[src/rtl/uart_irq_pkg.sv]
package uart_irq_pkg;
  typedef enum logic [3:0] {
    IRQ_MODEM     = 4'b0000,
    IRQ_NONE      = 4'b0001,
    IRQ_TXEMPTY   = 4'b0010,
    IRQ_RXDATA    = 4'b0100,
    IRQ_LINE      = 4'b0110,
    IRQ_RXTIMEOUT = 4'b1100
  } irq_code_e;

  typedef struct packed {
    logic line;
    logic rxdata;
    logic rxtimeout;
    logic txempty;
    logic modem;
  } irq_src_t;

  localparam int FLAG_LINE  = 0;
  localparam int FLAG_MODEM = 1;
  localparam int FLAG_TX    = 2;
  localparam int NUM_FLAGS  = 3;
endpackage

[src/rtl/uart_irq_timeout.sv]
module uart_irq_timeout #(
  parameter int CW            = 7,
  parameter int TICKS_PER_BIT = 16,
  parameter int CHAR_WINDOWS  = 4
) (
  input  logic          clk,
  input  logic          rst,
  input  logic          fifo_en,
  input  logic [CW-1:0] rx_count,
  input  logic [1:0]    word_len,
  input  logic          parity_on,
  input  logic          stop_two,
  input  logic          baud_tick,
  input  logic          stop_centre,
  input  logic          rhr_read,
  output logic          to_nxt
);
  localparam int MAX_BITS = 12;
  localparam int LIM_W    = $clog2(TICKS_PER_BIT * MAX_BITS * CHAR_WINDOWS + 1);

  logic [LIM_W-1:0] cnt_q, cnt_d, body_t, stop_t, char_t, limit;
  logic             pend_q, pend_d, restart;

  always_comb begin
    body_t = LIM_W'(TICKS_PER_BIT) *
             (LIM_W'(6) + LIM_W'(word_len) + LIM_W'(parity_on));
    if (!stop_two)           stop_t = LIM_W'(TICKS_PER_BIT);
    else if (word_len == 2'd0) stop_t = LIM_W'(TICKS_PER_BIT + TICKS_PER_BIT / 2);
    else                     stop_t = LIM_W'(2 * TICKS_PER_BIT);
    char_t = body_t + stop_t;
    limit  = char_t * LIM_W'(CHAR_WINDOWS);
  end

  assign restart = !fifo_en || (rx_count == '0) || stop_centre || rhr_read;

  always_comb begin
    cnt_d  = cnt_q;
    pend_d = pend_q;
    if (restart) begin
      cnt_d  = '0;
      pend_d = 1'b0;
    end else if (baud_tick && !pend_q) begin
      if (cnt_q == limit - LIM_W'(1)) begin
        cnt_d  = '0;
        pend_d = 1'b1;
      end else begin
        cnt_d = cnt_q + LIM_W'(1);
      end
    end
  end

  always_ff @(posedge clk) begin
    if (rst) begin
      cnt_q  <= '0;
      pend_q <= 1'b0;
    end else begin
      cnt_q  <= cnt_d;
      pend_q <= pend_d;
    end
  end

  assign to_nxt = pend_d;
endmodule

[src/rtl/uart_irq_flags.sv]
module uart_irq_flags #(
  parameter int N = 3
) (
  input  logic         clk,
  input  logic         rst,
  input  logic [N-1:0] set_i,
  input  logic [N-1:0] clr_i,
  output logic [N-1:0] flag_nxt
);
  logic [N-1:0] flag_q;

  for (genvar i = 0; i < N; i++) begin : g_flag
    assign flag_nxt[i] = set_i[i] | (flag_q[i] & ~clr_i[i]);
    always_ff @(posedge clk) begin
      if (rst) flag_q[i] <= 1'b0;
      else     flag_q[i] <= flag_nxt[i];
    end
  end
endmodule

[src/rtl/uart_irq_prio.sv]
module uart_irq_prio
  import uart_irq_pkg::*;
(
  input  irq_src_t   active,
  output logic [3:0] code,
  output logic       any
);
  always_comb begin
    any = 1'b1;
    if (active.line)           code = IRQ_LINE;
    else if (active.rxdata)    code = IRQ_RXDATA;
    else if (active.rxtimeout) code = IRQ_RXTIMEOUT;
    else if (active.txempty)   code = IRQ_TXEMPTY;
    else if (active.modem)     code = IRQ_MODEM;
    else begin
      code = IRQ_NONE;
      any  = 1'b0;
    end
  end
endmodule

[src/rtl/uart_irq_ident.sv]
module uart_irq_ident
  import uart_irq_pkg::*;
#(
  parameter int FIFO_DEPTH    = 64,
  parameter int TICKS_PER_BIT = 16,
  parameter int CHAR_WINDOWS  = 4,
  parameter int CW            = $clog2(FIFO_DEPTH + 1)
) (
  input  logic          clk,
  input  logic          rst,
  input  logic          fifo_en,
  input  logic          fifo_deep,
  input  logic          en_line,
  input  logic          en_rx,
  input  logic          en_tx,
  input  logic          en_modem,
  input  logic [CW-1:0] rx_count,
  input  logic [CW-1:0] rx_trigger,
  input  logic [1:0]    word_len,
  input  logic          parity_on,
  input  logic          stop_two,
  input  logic          baud_tick,
  input  logic          stop_centre,
  input  logic          rhr_read,
  input  logic          line_event,
  input  logic          line_read,
  input  logic          modem_event,
  input  logic          modem_read,
  input  logic          tx_empty_event,
  input  logic          thr_write,
  input  logic          isr_read,
  output logic [7:0]    isr,
  output logic          irq
);
  logic [NUM_FLAGS-1:0] flag_set, flag_clr, flag_nxt;
  logic                 to_nxt, rda_nxt, thre_shown;
  irq_src_t             active;
  logic [3:0]           code;
  logic                 any;

  assign thre_shown = (isr[3:0] == IRQ_TXEMPTY);

  always_comb begin
    flag_set = '0;
    flag_clr = '0;
    flag_set[FLAG_LINE]  = line_event;
    flag_clr[FLAG_LINE]  = line_read;
    flag_set[FLAG_MODEM] = modem_event;
    flag_clr[FLAG_MODEM] = modem_read;
    flag_set[FLAG_TX]    = tx_empty_event;
    flag_clr[FLAG_TX]    = thr_write | (isr_read & thre_shown);
  end

  uart_irq_flags #(.N(NUM_FLAGS)) u_flags (
    .clk      (clk),
    .rst      (rst),
    .set_i    (flag_set),
    .clr_i    (flag_clr),
    .flag_nxt (flag_nxt)
  );

  uart_irq_timeout #(
    .CW            (CW),
    .TICKS_PER_BIT (TICKS_PER_BIT),
    .CHAR_WINDOWS  (CHAR_WINDOWS)
  ) u_timeout (
    .clk         (clk),
    .rst         (rst),
    .fifo_en     (fifo_en),
    .rx_count    (rx_count),
    .word_len    (word_len),
    .parity_on   (parity_on),
    .stop_two    (stop_two),
    .baud_tick   (baud_tick),
    .stop_centre (stop_centre),
    .rhr_read    (rhr_read),
    .to_nxt      (to_nxt)
  );

  assign rda_nxt = fifo_en ? ((rx_count != '0) && (rx_count >= rx_trigger))
                           : (rx_count != '0);

  always_comb begin
    active.line      = en_line  & flag_nxt[FLAG_LINE];
    active.rxdata    = en_rx    & rda_nxt;
    active.rxtimeout = en_rx    & to_nxt;
    active.txempty   = en_tx    & flag_nxt[FLAG_TX];
    active.modem     = en_modem & flag_nxt[FLAG_MODEM];
  end

  uart_irq_prio u_prio (
    .active (active),
    .code   (code),
    .any    (any)
  );

  always_ff @(posedge clk) begin
    if (rst) begin
      isr <= {4'b0000, IRQ_NONE};
      irq <= 1'b0;
    end else begin
      isr <= {fifo_en, fifo_en, fifo_en & fifo_deep, 1'b0, code};
      irq <= any;
    end
  end
endmodule

[config.mk]
export PLATFORM = sky130hd
export DESIGN_NAME = uart_irq_ident
export DESIGN_NICKNAME = d
export VERILOG_FILES = /design/src/rtl/uart_irq_pkg.sv /design/src/rtl/uart_irq_timeout.sv /design/src/rtl/uart_irq_flags.sv /design/src/rtl/uart_irq_prio.sv /design/src/rtl/uart_irq_ident.sv
export SDC_FILE = /design/constraint.sdc
export NUM_CORES = 1
export LEC_CHECK = 0
export BUFFER_PORTS_ARGS = -buffer_cell sky130_fd_sc_hd__buf_4
export CAP_MARGIN = 30
export CORE_MARGIN = 2
export CORE_UTILIZATION = 45
export CTS_CLUSTER_DIAMETER = 80
export CTS_CLUSTER_SIZE = 8
export DETAILED_ROUTE_END_ITERATION = 7
export GPL_TIMING_DRIVEN = 1
export HOLD_SLACK_MARGIN = 0.03
export PLACE_DENSITY = 0.76
export SYNTH_ARGS = -nofsm -noshare
export SYNTH_HDL_FRONTEND = slang
export SYNTH_HIERARCHICAL = 1
export SYNTH_SLANG_ARGS = --single-unit
[constraint.sdc]
create_clock -name clk -period 4.9 [get_ports clk]
set_input_delay 0.245 -clock clk [delete_from_list [all_inputs] [get_ports clk]]
set_output_delay 0.245 -clock clk [all_outputs]
set_load 0.03 [all_outputs]
== After elaboration in Yosys (flattened, before gate mapping) ==
Cells that the tools add are included.
Operators by class
  bitwise logic cells: 17
  reductions and logical operators: 12
  order comparisons: 1
  equal/unequal tests: 2
  mux-type cells: 17
  $add $sub $neg: 5
Operator list (number)
  6-bit two-way mux: 2
  10-bit by 1-bit adder with 10-bit output (second input constant): 1
  1-bit AND: 10
  10-bit equality test: 1
  1-bit two-way mux: 10
  10-bit two-way mux: 1
  10-bit by 1-bit subtractor with 10-bit output (second input constant): 1
  8-bit adder: 1
  4-bit two-way mux: 2
  7-bit greater-or-equal comparator: 1
  7-bit logical NOT: 1
  7-bit nonzero test: 1
  3-bit two-way mux: 2
  3-bit by 2-bit adder with 4-bit output (first input constant): 1
  4-bit by 1-bit adder with 4-bit output: 1
  4-bit by 2-bit equality test with 1-bit output (second input constant): 1
  1-bit bitwise OR: 4
  1-bit logical OR: 3
  1-bit inverter: 3
  3-bit OR reduction: 1
  1-bit logical AND: 2
  1-bit logical NOT: 2
  2-bit logical NOT: 1
  2-bit OR reduction: 1
Storage, ports and cells
  bits in registers: 22
  output and inout port bits: 9

== Depth between registers and ports, before layout ==
Gate-level depths: netlist (run 1).
  depth after elaboration: 13
  mapped depth: 14
  gate-level depth less buffers: 14

== Cells and area by module ==
The synthesis (run 1) kept the hierarchy.
Modules (own cells, without submodules)
  uart_irq_timeout: cells each 95, times used 1, area each 823.3 µm², sequential area each 220.2 µm²
  uart_irq_ident: cells each 49, times used 1, area each 444.2 µm², sequential area each 140.1 µm²
  uart_irq_flags: cells each 15, times used 1, area each 138.9 µm², sequential area each 60.1 µm²
  uart_irq_prio: cells each 6, times used 1, area each 42.5 µm², sequential area each 0.0 µm²

== Least setup slack after synthesis (run 1) ==
Ideal clock, no wire load.
  path kind: input -> register
  start: input word_len[0]
  end: register irq
  path buffers: 0
  arrival time: 2987 ps
  cell stages on the path: 13
  setup slack: 1799 ps
  cell sequence: ha_1 -> inv_1 -> ha_1 -> fa_1 -> or2_2 -> a21oi_1 -> a211o_1 -> nand2_1 -> a32o_1 -> and2_1 -> or3_4 -> or3_1 -> nor2b_1
RTL lines
  from (decl): RTL line uart_irq_ident.sv:19  | input logic [1:0] word_len,
  to (signal assigned): RTL line uart_irq_ident.sv:103  | irq <= any;
  to (decl): RTL line uart_irq_ident.sv:33  | output logic irq

==> run metrics, run 1 <==
Leak 0.0008709 uW; startpoint types primary input; Ports 45; met1 WL 1183 um; status finished clean; FP Rows 20; Synth cell types 43; largest net degree at the start of global routing 13; YS warnings 6; share of cells above drive strength 1 0.2740; met2 WL 1445 um; Post-synth EDFFs 0; Comb pwr share 0.292; Layout fillers 272; top sig layer met4; CP arrival 3.28 ns; remaining global-route overflow 0; htree depth 1; die extent in x 60.74 um; Setup TNS Final 0 ns; number of global-route vias before repair 1294; Clock Pin Slew Worst Setup and Hold Paths 0.10 ns; async set or reset register ratio after synthesis 0; period utilisation layout 0.6279; Post-Layout Cell Count 252; setup bufs post-CTS 0; cts bufs inserted 3; Setup CP Type primary input to flip-flop; post-synthesis register bit count 21; CTS tree done; sequential fraction of the synthesis area 0.2902; layout net count 259; Vias/cell 5.012; DRC 0; unrepaired setup endpoints after global routing no; post_cts resized 0; PortBufs 43; root buffer cell clkbuf_4; Starting Density 0.4746; Routed Antenna Nets 0; crit path time final 3.077 ns; Ant. Diodes 0; worst-case clock skew 0.004205 ns; drt wl/cell 11.08 um; antenna violations before repair 0; core outline area 0.003053 sq mm; Clock Latency Late Sink 0.30 ns; required time of the critical path 5.10 ns; area grow syn2layout 26.25%; top area cells in the synthesized netlist dfxtp_1 29%, ha_1 11%, xor2_1 5.4%; Post-Synthesis Cells 165; DRT Pass-1 Iters 4; max cap viols 0; DPL Wire Length 2395 um; most common flop cell mapped by yosys dfxtp_1; final hold violations 0; Die Y 60.74 um; routed wire length 2791 um; Max IR drop VDD 0.0001686 V; Final setup viols 0; clock sink total 21; Max clock buf depth 2; crit path capture type flip-flop; commonest non-fill, non-tap cell in the layout buf_4; sequential share of power 0.490; CTS Hold Bufs 0; die area 0.003689 sq mm; first-pass GRT wire length 4961 um; net switching power 102.2 uW; Clk network pwr share 0.218; via count of the routed design 1263; gp weighted congestion 0.7567; Post-Syn Area 0.001449 sq mm; Syn Area/Cell 8.781 sq um; Max Slew Vio Count 0; Global Route Usage Sum 0.1741; met3 routed WL 154 um; DR iter-0 viols 43; PwrDens 200.0 mW/mm^2; syn_nets 215; Hold Crit Class primary input to flip-flop; Sw Share 0.2792; CP Max Fanout 4; Inst Count DP 248; largest area contributor in the netlist dfxtp_1; Synth top area share 0.2902; most frequent cells in the layout 43 x buf_4, 21 x dfxtp_1, 20 x inv_1, 13 x ha_1; Power Internal 263.8 uW; FMAX 325.0 MHz
-- Yosys cell counts, drive strengths merged (5+ instances only) --
master and number:
dfxtp 21, inv 20, ha 13, nand2 9, nor3 9, xor2 9, nor2 8, nor2b 7
a21oi 6, and2 6, nand4 6, nand2b 5
-- power by group through the flow --
stage / sequential (uW) / combinational (uW) / clock (uW)
finish: 179 / 107 / 79.8
global route: 180 / 119 / 89.6
CTS: 179 / 108 / 85.1
detailed placement: 183 / 108 / 0
global placement: 183 / 103 / 0
floorplan: 190 / 59.2 / 0
-- path summary, 6_finish.rpt --
kind	start	end	slack (ns)	depth (start not counted)
min	fifo_deep	isr[5]	0.15	2
min reg2reg	u_flags/flag_q[1]	u_flags/flag_q[1]	0.49	2
max reg2reg	u_timeout/cnt_q[9]	irq	2.64	8
max	word_len[0]	irq	1.82	14
-- state kept, by name, summed over array words and instances (netlist names) --
name and cells:
irq 1, isr 6, u_flags/flag_q 3, u_timeout/cnt_q 10, u_timeout/pend_q 1
-- worst max-delay path, stage by stage --
cell     delay [ns]
buf_4          0.12
ha_1           0.29
ha_1           0.22
inv_1          0.07
fa_1           0.45
or2_2          0.34
a21oi_1        0.14
a211o_1        0.12
nand2_1        0.09
a32o_1         0.22
and2_1         0.17
or3_4          0.37
or3_1          0.30
nor2b_1        0.13
-- per-stage QoR --
stage,hold WS [ns],power [uW],setup WS [ns],util,instance area (sq um)
after global placement,0.4509,286.1,1.577,0.5906,1803
final,0.1477,365.9,1.823,0.5992,1829
after detailed placement,0.4625,290.8,1.515,0.5906,1803
after floorplan,0.3141,248.7,1.799,-,1449
after global routing,0.1318,388.7,1.680,0.5992,1829
after CTS,0.1326,372.5,1.846,0.5992,1829
-- layout make-up --
| class | count | area, sq um | share of cell area |
|---|---|---|---|
| timing repair buffer | 43 | 322.8 | 0.1765 |
| inverter | 20 | 75.07 | 0.04104 |
| multi-input combinational | 120 | 929.6 | 0.5082 |
| tap | 44 | 55.05 | 0.03010 |
| sequential | 21 | 420.4 | 0.2298 |
| clock buffer | 4 | 26.28 | 0.01436 |
-- per-layer routing --
metal / global-route usage / vias to the layer above
li1: - / 654
met1: 0.1953 / 569
met2: 0.3272 / 38
met3: 0.05330 / 2
met4: 0.02795 / 0
met5: 0 / -
-- cells by family (layout without fill, tap and decap cells) --
| group | count (synthesis) | count (layout) | share of synthesized area |
|---|---|---|---|
| adder cells (fa/ha/maj) | 14 | 14 | 0.1261 |
| XOR/XNOR | 13 | 13 | 0.08809 |
| flip-flops | 21 | 21 | 0.2902 |
| buffers and inverters | 24 | 67 | 0.06821 |
| multiplexers | 1 | 1 | 0.006909 |
| AO/OA/AOI/OAI | 21 | 21 | 0.1192 |
| other | 1 | 1 | 0.002588 |
| AND/OR/NAND/NOR | 70 | 70 | 0.2988 |
(Power assumes the default switching activity.)
==> run 2: changes to the inputs <==
- PLACE_DENSITY: 0.76 -> 0.78
- clock period: 4.9 -> 2.6 ns (I/O delays scaled with it)
==> run 2 against run 1 <==
The run now ends with negative setup slack left. Critical path depth stayed put. First-iteration DRC count is 12% higher. Total power is 100% higher. Critical path type unchanged. Critical endpoint is now isr[0]. Largest cell class unchanged.
==> run metrics, run 2 (synthesized netlist as in run 1, its figures left out) <==
FMAX 369.6 MHz; Starting Density 0.4746; Ant. Diodes 0; Post-DP Area 0.001923 sq mm; Clock Latency Late Sink 0.30 ns; Worst setup endpoint isr[0]; DRC 0; Max IR drop VDD 0.0002654 V; CP Max Fanout 3; Setup CP Type primary input to flip-flop; gp weighted congestion 0.8020; R2R Setup Slk 0.41 ns; Worst Slack Setup Final -0.1059 ns; largest registers u_timeout/cnt_q: 10 flops, isr: 6 flops, u_flags/flag_q: 3 flops; die extent in x 60.74 um; required time of the critical path 2.86 ns; area grow syn2layout 40.67%; fin area 0.002038 sq mm; DR iter-0 viols 48; Max clock buf depth 2; routed wire length 3041 um; startpoint types primary input; Inst Count DP 258; worst-case clock skew 0.01259 ns; crit path time final 2.706 ns; DPL Wire Length 2554 um; Setup TNS Final -0.2513 ns; final design utilization 0.6676; max reg flops 10; final hold violations 0; max cap viols 0; Ports 45; cts bufs inserted 3; htree depth 1; PwrDens 366.1 mW/mm^2; commonest non-fill, non-tap cell in the layout buf_4; Post-Layout Cell Count 266; remaining global-route overflow 0; Crit. Startpoint word_len[0]; period utilisation layout 1.041; share of cells above drive strength 1 0.3784; Global Route Usage Sum 0.1839; via count of the routed design 1305; layout net count 273; first-pass GRT wire length 5244 um; PortBufs 43; FP Rows 20; r2r startpoint u_timeout/cnt_q[0]; CP arrival 2.97 ns; core outline area 0.003053 sq mm; die area 0.003689 sq mm; largest net degree at the start of global routing 14; status complete, but fails checks; number of global-route vias before repair 1298; drt wl/cell 11.43 um; Vias/cell 4.906; failing checks negative setup slack; most frequent cells in the layout 53 x buf_4, 21 x dfxtp_1, 18 x inv_1, 10 x ha_1; Routed Antenna Nets 0; Hold Crit Class primary input to flip-flop; CTS tree done; crit path capture type flip-flop; Clock Pin Slew Worst Setup and Hold Paths 0.12 ns; Register-to-Register Path Depth 12; worst reg2reg endpoint isr[0]; Die Y 60.74 um; Final setup viols 3; Layout fillers 262; Max Slew Vio Count 0; clock sink total 21; root buffer cell clkbuf_4; PnR Total Power 746.2 uW; DRT Pass-1 Iters 4; Leak 0.0009535 uW; Largest Register u_timeout/cnt_q; antenna violations before repair 0; unrepaired setup endpoints after global routing yes
[run 2: worst max-delay path, stage by stage]
cell and delay, ns:
buf_8 0.11, ha_4 0.26, ha_4 0.12, inv_2 0.03, fa_1 0.46, xor2_2 0.21
xnor3_1 0.39, a32o_1 0.26, and2_4 0.16, or3_4 0.36, buf_4 0.14, buf_6 0.10
nor3_2 0.10, or2_4 0.13
[run 2: routing by layer]
metal | up-vias | part of all wire | global-route usage
met5 | - | 0 | 0
met4 | 0 | 0 | 0.01863
met3 | 0 | 0.050 | 0.05117
met1 | 591 | 0.41 | 0.2021
met2 | 35 | 0.54 | 0.3594
li1 | 679 | - | -
[run 2: stage by stage]
step / hold slack [ns] / worst slack, ns
after floorplan: 0.1991 / -0.2667
after global placement: 0.3320 / -0.4551
after detailed placement: 0.3364 / -0.5033
after CTS: 0.03685 / -0.08434
after global routing: 0.05022 / -0.1852
final: 0.05767 / -0.1059
[run 2: timing repair]
action                                 in CTS  in global routing
cloned                                      0                  0
setup buffers                               2                  1
pin swaps                                  11                  5
hold buffers                                1                  0
endpoints found under the hold margin       1                  0
setup endpoints to repair                   2                  4
resized for setup                           6                  7
[run 2: worst min-delay path by stage]
stage | start | end | slack [ns] | cells after the start
floorplan | rst | u_flags/flag_q[0] | 0.20 | 1
global placement | fifo_deep | isr[5] | 0.33 | 2
detailed placement | fifo_deep | isr[5] | 0.34 | 2
CTS | rst | u_flags/flag_q[1] | 0.04 | 2
global route | rst | isr[2] | 0.05 | 2
finish | rst | u_flags/flag_q[1] | 0.06 | 2
[run 2: report_power, final]
| part | total [uW] | switching [uW] | leakage, uW | internal (uW) |
|---|---|---|---|---|
| sequential | 337 | 5.47 | 0.000172 | 332 |
| clock | 156 | 97.9 | 0.0000139 | 58.6 |
| combinational | 253 | 113 | 0.000768 | 140 |
[run 2: cell type report]
class / count / area (sq um) / area share
clock buffer: 3 / 22.52 / 0.01105
clock inverter: 1 / 7.507 / 0.003683
inverter: 20 / 75.07 / 0.03683
multi-input combinational: 120 / 1012 / 0.4966
sequential: 21 / 420.4 / 0.2063
tap: 44 / 55.05 / 0.02701
timing repair buffer: 57 / 445.4 / 0.2185
==> run 3: changes to the inputs <==
- CORE_UTILIZATION: 45 -> 46
- PLACE_DENSITY: 0.78 -> 0.8
==> run 3 against run 2 <==
The run still ends with negative setup slack left. Maximum frequency is 3.1% higher. Hold slack lost 0.0094 ns. Via count shrank 0.23%. Cell count shrank 0.38%. Clock-buffer cell count is the same. Critical path depth unchanged. Total power is 0.16% higher. Clock skew fell by 0.0051 ns. Routed wire length is 5.0% lower.
==> run metrics, run 3 (synthesized netlist as in run 1, its figures left out) <==
status complete, but fails checks; failing checks negative setup slack; unrepaired setup endpoints after global routing yes; via count of the routed design 1302; Largest Register u_timeout/cnt_q; Final setup viols 1; CP Max Fanout 3; Worst Slack Setup Final -0.02347 ns; Hold Crit Class primary input to flip-flop; core outline area 0.003028 sq mm; clock sink total 21; cts bufs inserted 3; PortBufs 43; largest net degree at the start of global routing 14; CP bufs+invs 2; FMAX 381.2 MHz; WHS Endpoint u_flags/flag_q[1]; required time of the critical path 2.81 ns; die area 0.003614 sq mm; Slowest-stage cell, CP fa_2; DRC 0; final hold violations 0; hold_sp rst; CP arrival 2.84 ns; Layout fillers 242; Vias/cell 4.913; first-pass GRT wire length 5195 um; most frequent cells in the layout 53 x buf_4, 21 x dfxtp_1, 18 x inv_1, 10 x ha_1; final design utilization 0.6694; crit path time final 2.623 ns; Top cell by count, worst path ha_4; Ant. Diodes 0; Global Route Usage Sum 0.1866; slowest stage delay, CP 0.49 ns; DR iter-0 viols 16; Crit. Startpoint word_len[0]; PwrDens 368.7 mW/mm^2; FP Rows 20; r2r startpoint u_timeout/cnt_q[9]; htree depth 1; hold_ws 0.04832 ns; Setup CP Type primary input to flip-flop; largest registers u_timeout/cnt_q: 10 flops, isr: 6 flops, u_flags/flag_q: 3 flops; period utilisation layout 1.009; max reg flops 10; R2R Setup Slk 0.43 ns; Top delay family on crit path simple AND/OR/NAND/NOR gates; number of global-route vias before repair 1312; share of cells above drive strength 1 0.3801; layout net count 272; commonest non-fill, non-tap cell in the layout buf_4; worst-case clock skew 0.007513 ns; Max clock buf depth 2; remaining global-route overflow 0; Starting Density 0.4785; Max IR drop VDD 0.0003048 V; critical path, cell by cell buf_8 -> ha_4 -> ha_4 -> inv_2 -> fa_2 -> or2_4 -> a21oi_2 -> a211o_1 -> nand2_2 -> a32o_1 -> and2_4 -> or3_4 -> or3_1 -> nor2b_1; Clock Latency Late Sink 0.30 ns; crit path capture type flip-flop; Max Slew Vio Count 0; drt wl/cell 10.90 um; Post-DP Area 0.001931 sq mm; Register-to-Register Path Depth 8; gp weighted congestion 0.7543; Ports 45; root buffer cell clkbuf_4; area grow syn2layout 39.90%; max cap viols 0; Routed Antenna Nets 0; Min-Delay Path Depth 2; CTS tree done; startpoint types primary input; PnR Total Power 747.4 uW; antenna violations before repair 0; Leak 0.0009446 uW; Die Y 60.12 um; DPL Wire Length 2391 um; DRT Pass-1 Iters 4; fin area 0.002027 sq mm; worst reg2reg endpoint irq; Clock Pin Slew Worst Setup and Hold Paths 0.12 ns; routed wire length 2889 um; die extent in x 60.12 um
run 3: final cells by class:
type / instances / area (sq um) / area share
Clock inverter: 1 / 7.507 / 0.003704
Tap cell: 44 / 55.05 / 0.02716
Multi-Input combinational cell: 120 / 1012 / 0.4994
Timing Repair Buffer: 56 / 434.2 / 0.2142
Inverter: 20 / 75.07 / 0.03704
Clock buffer: 3 / 22.52 / 0.01111
Sequential cell: 21 / 420.4 / 0.2074
run 3: how the worst max path moves through the flow:
stage | endpoint | cells past startpoint
global route | irq | 14
global placement | irq | 14
detailed placement | irq | 14
floorplan | irq | 13
CTS | irq | 12
finish | irq | 14
run 3: what timing repair did:
action                                  4_1_cts  5_1_grt
pin swaps                                     9        5
endpoints found under the setup margin        2        2
setup buffers                                 1        0
resized for setup                             6        7
hold buffers                                  1        0
endpoints found under the hold margin         1        0
run 3: power breakdown:
group | total [uW] | internal (uW) | switching (uW) | leakage (uW)
logic | 253 | 141 | 112 | 0.000759
clock network | 157 | 58.6 | 98.2 | 0.0000139
registers | 337 | 332 | 5.57 | 0.000172
run 3: metal layers:
metal	track usage	up-vias	share of wire	wire, um
li1	-	679	-	-
met1	0.2169	592	0.43	1243
met2	0.3385	31	0.52	1489
met3	0.06061	0	0.054	156
met4	0.02540	0	0	0
met5	0	-	0	0
run 3: stage by stage:
stage	setup TNS, ns	worst slack (ns)	std cells
final	-0.02347	-0.02347	265
after global routing	-0.1799	-0.1212	265
after CTS	-0.07299	-0.07299	265
after detailed placement	-1.489	-0.4931	259
after global placement	-1.335	-0.4523	259
after floorplan	-0.2667	-0.2667	165
run 3: worst register-to-register path: stages (launching register included):
cell and delay, ns:
dfxtp_1 0.35, or3_4 0.39, nand4_1 0.14, nand2_2 0.08, a32o_1 0.21, and2_4 0.14, or3_4 0.36, or3_1 0.30
nor2b_1 0.13
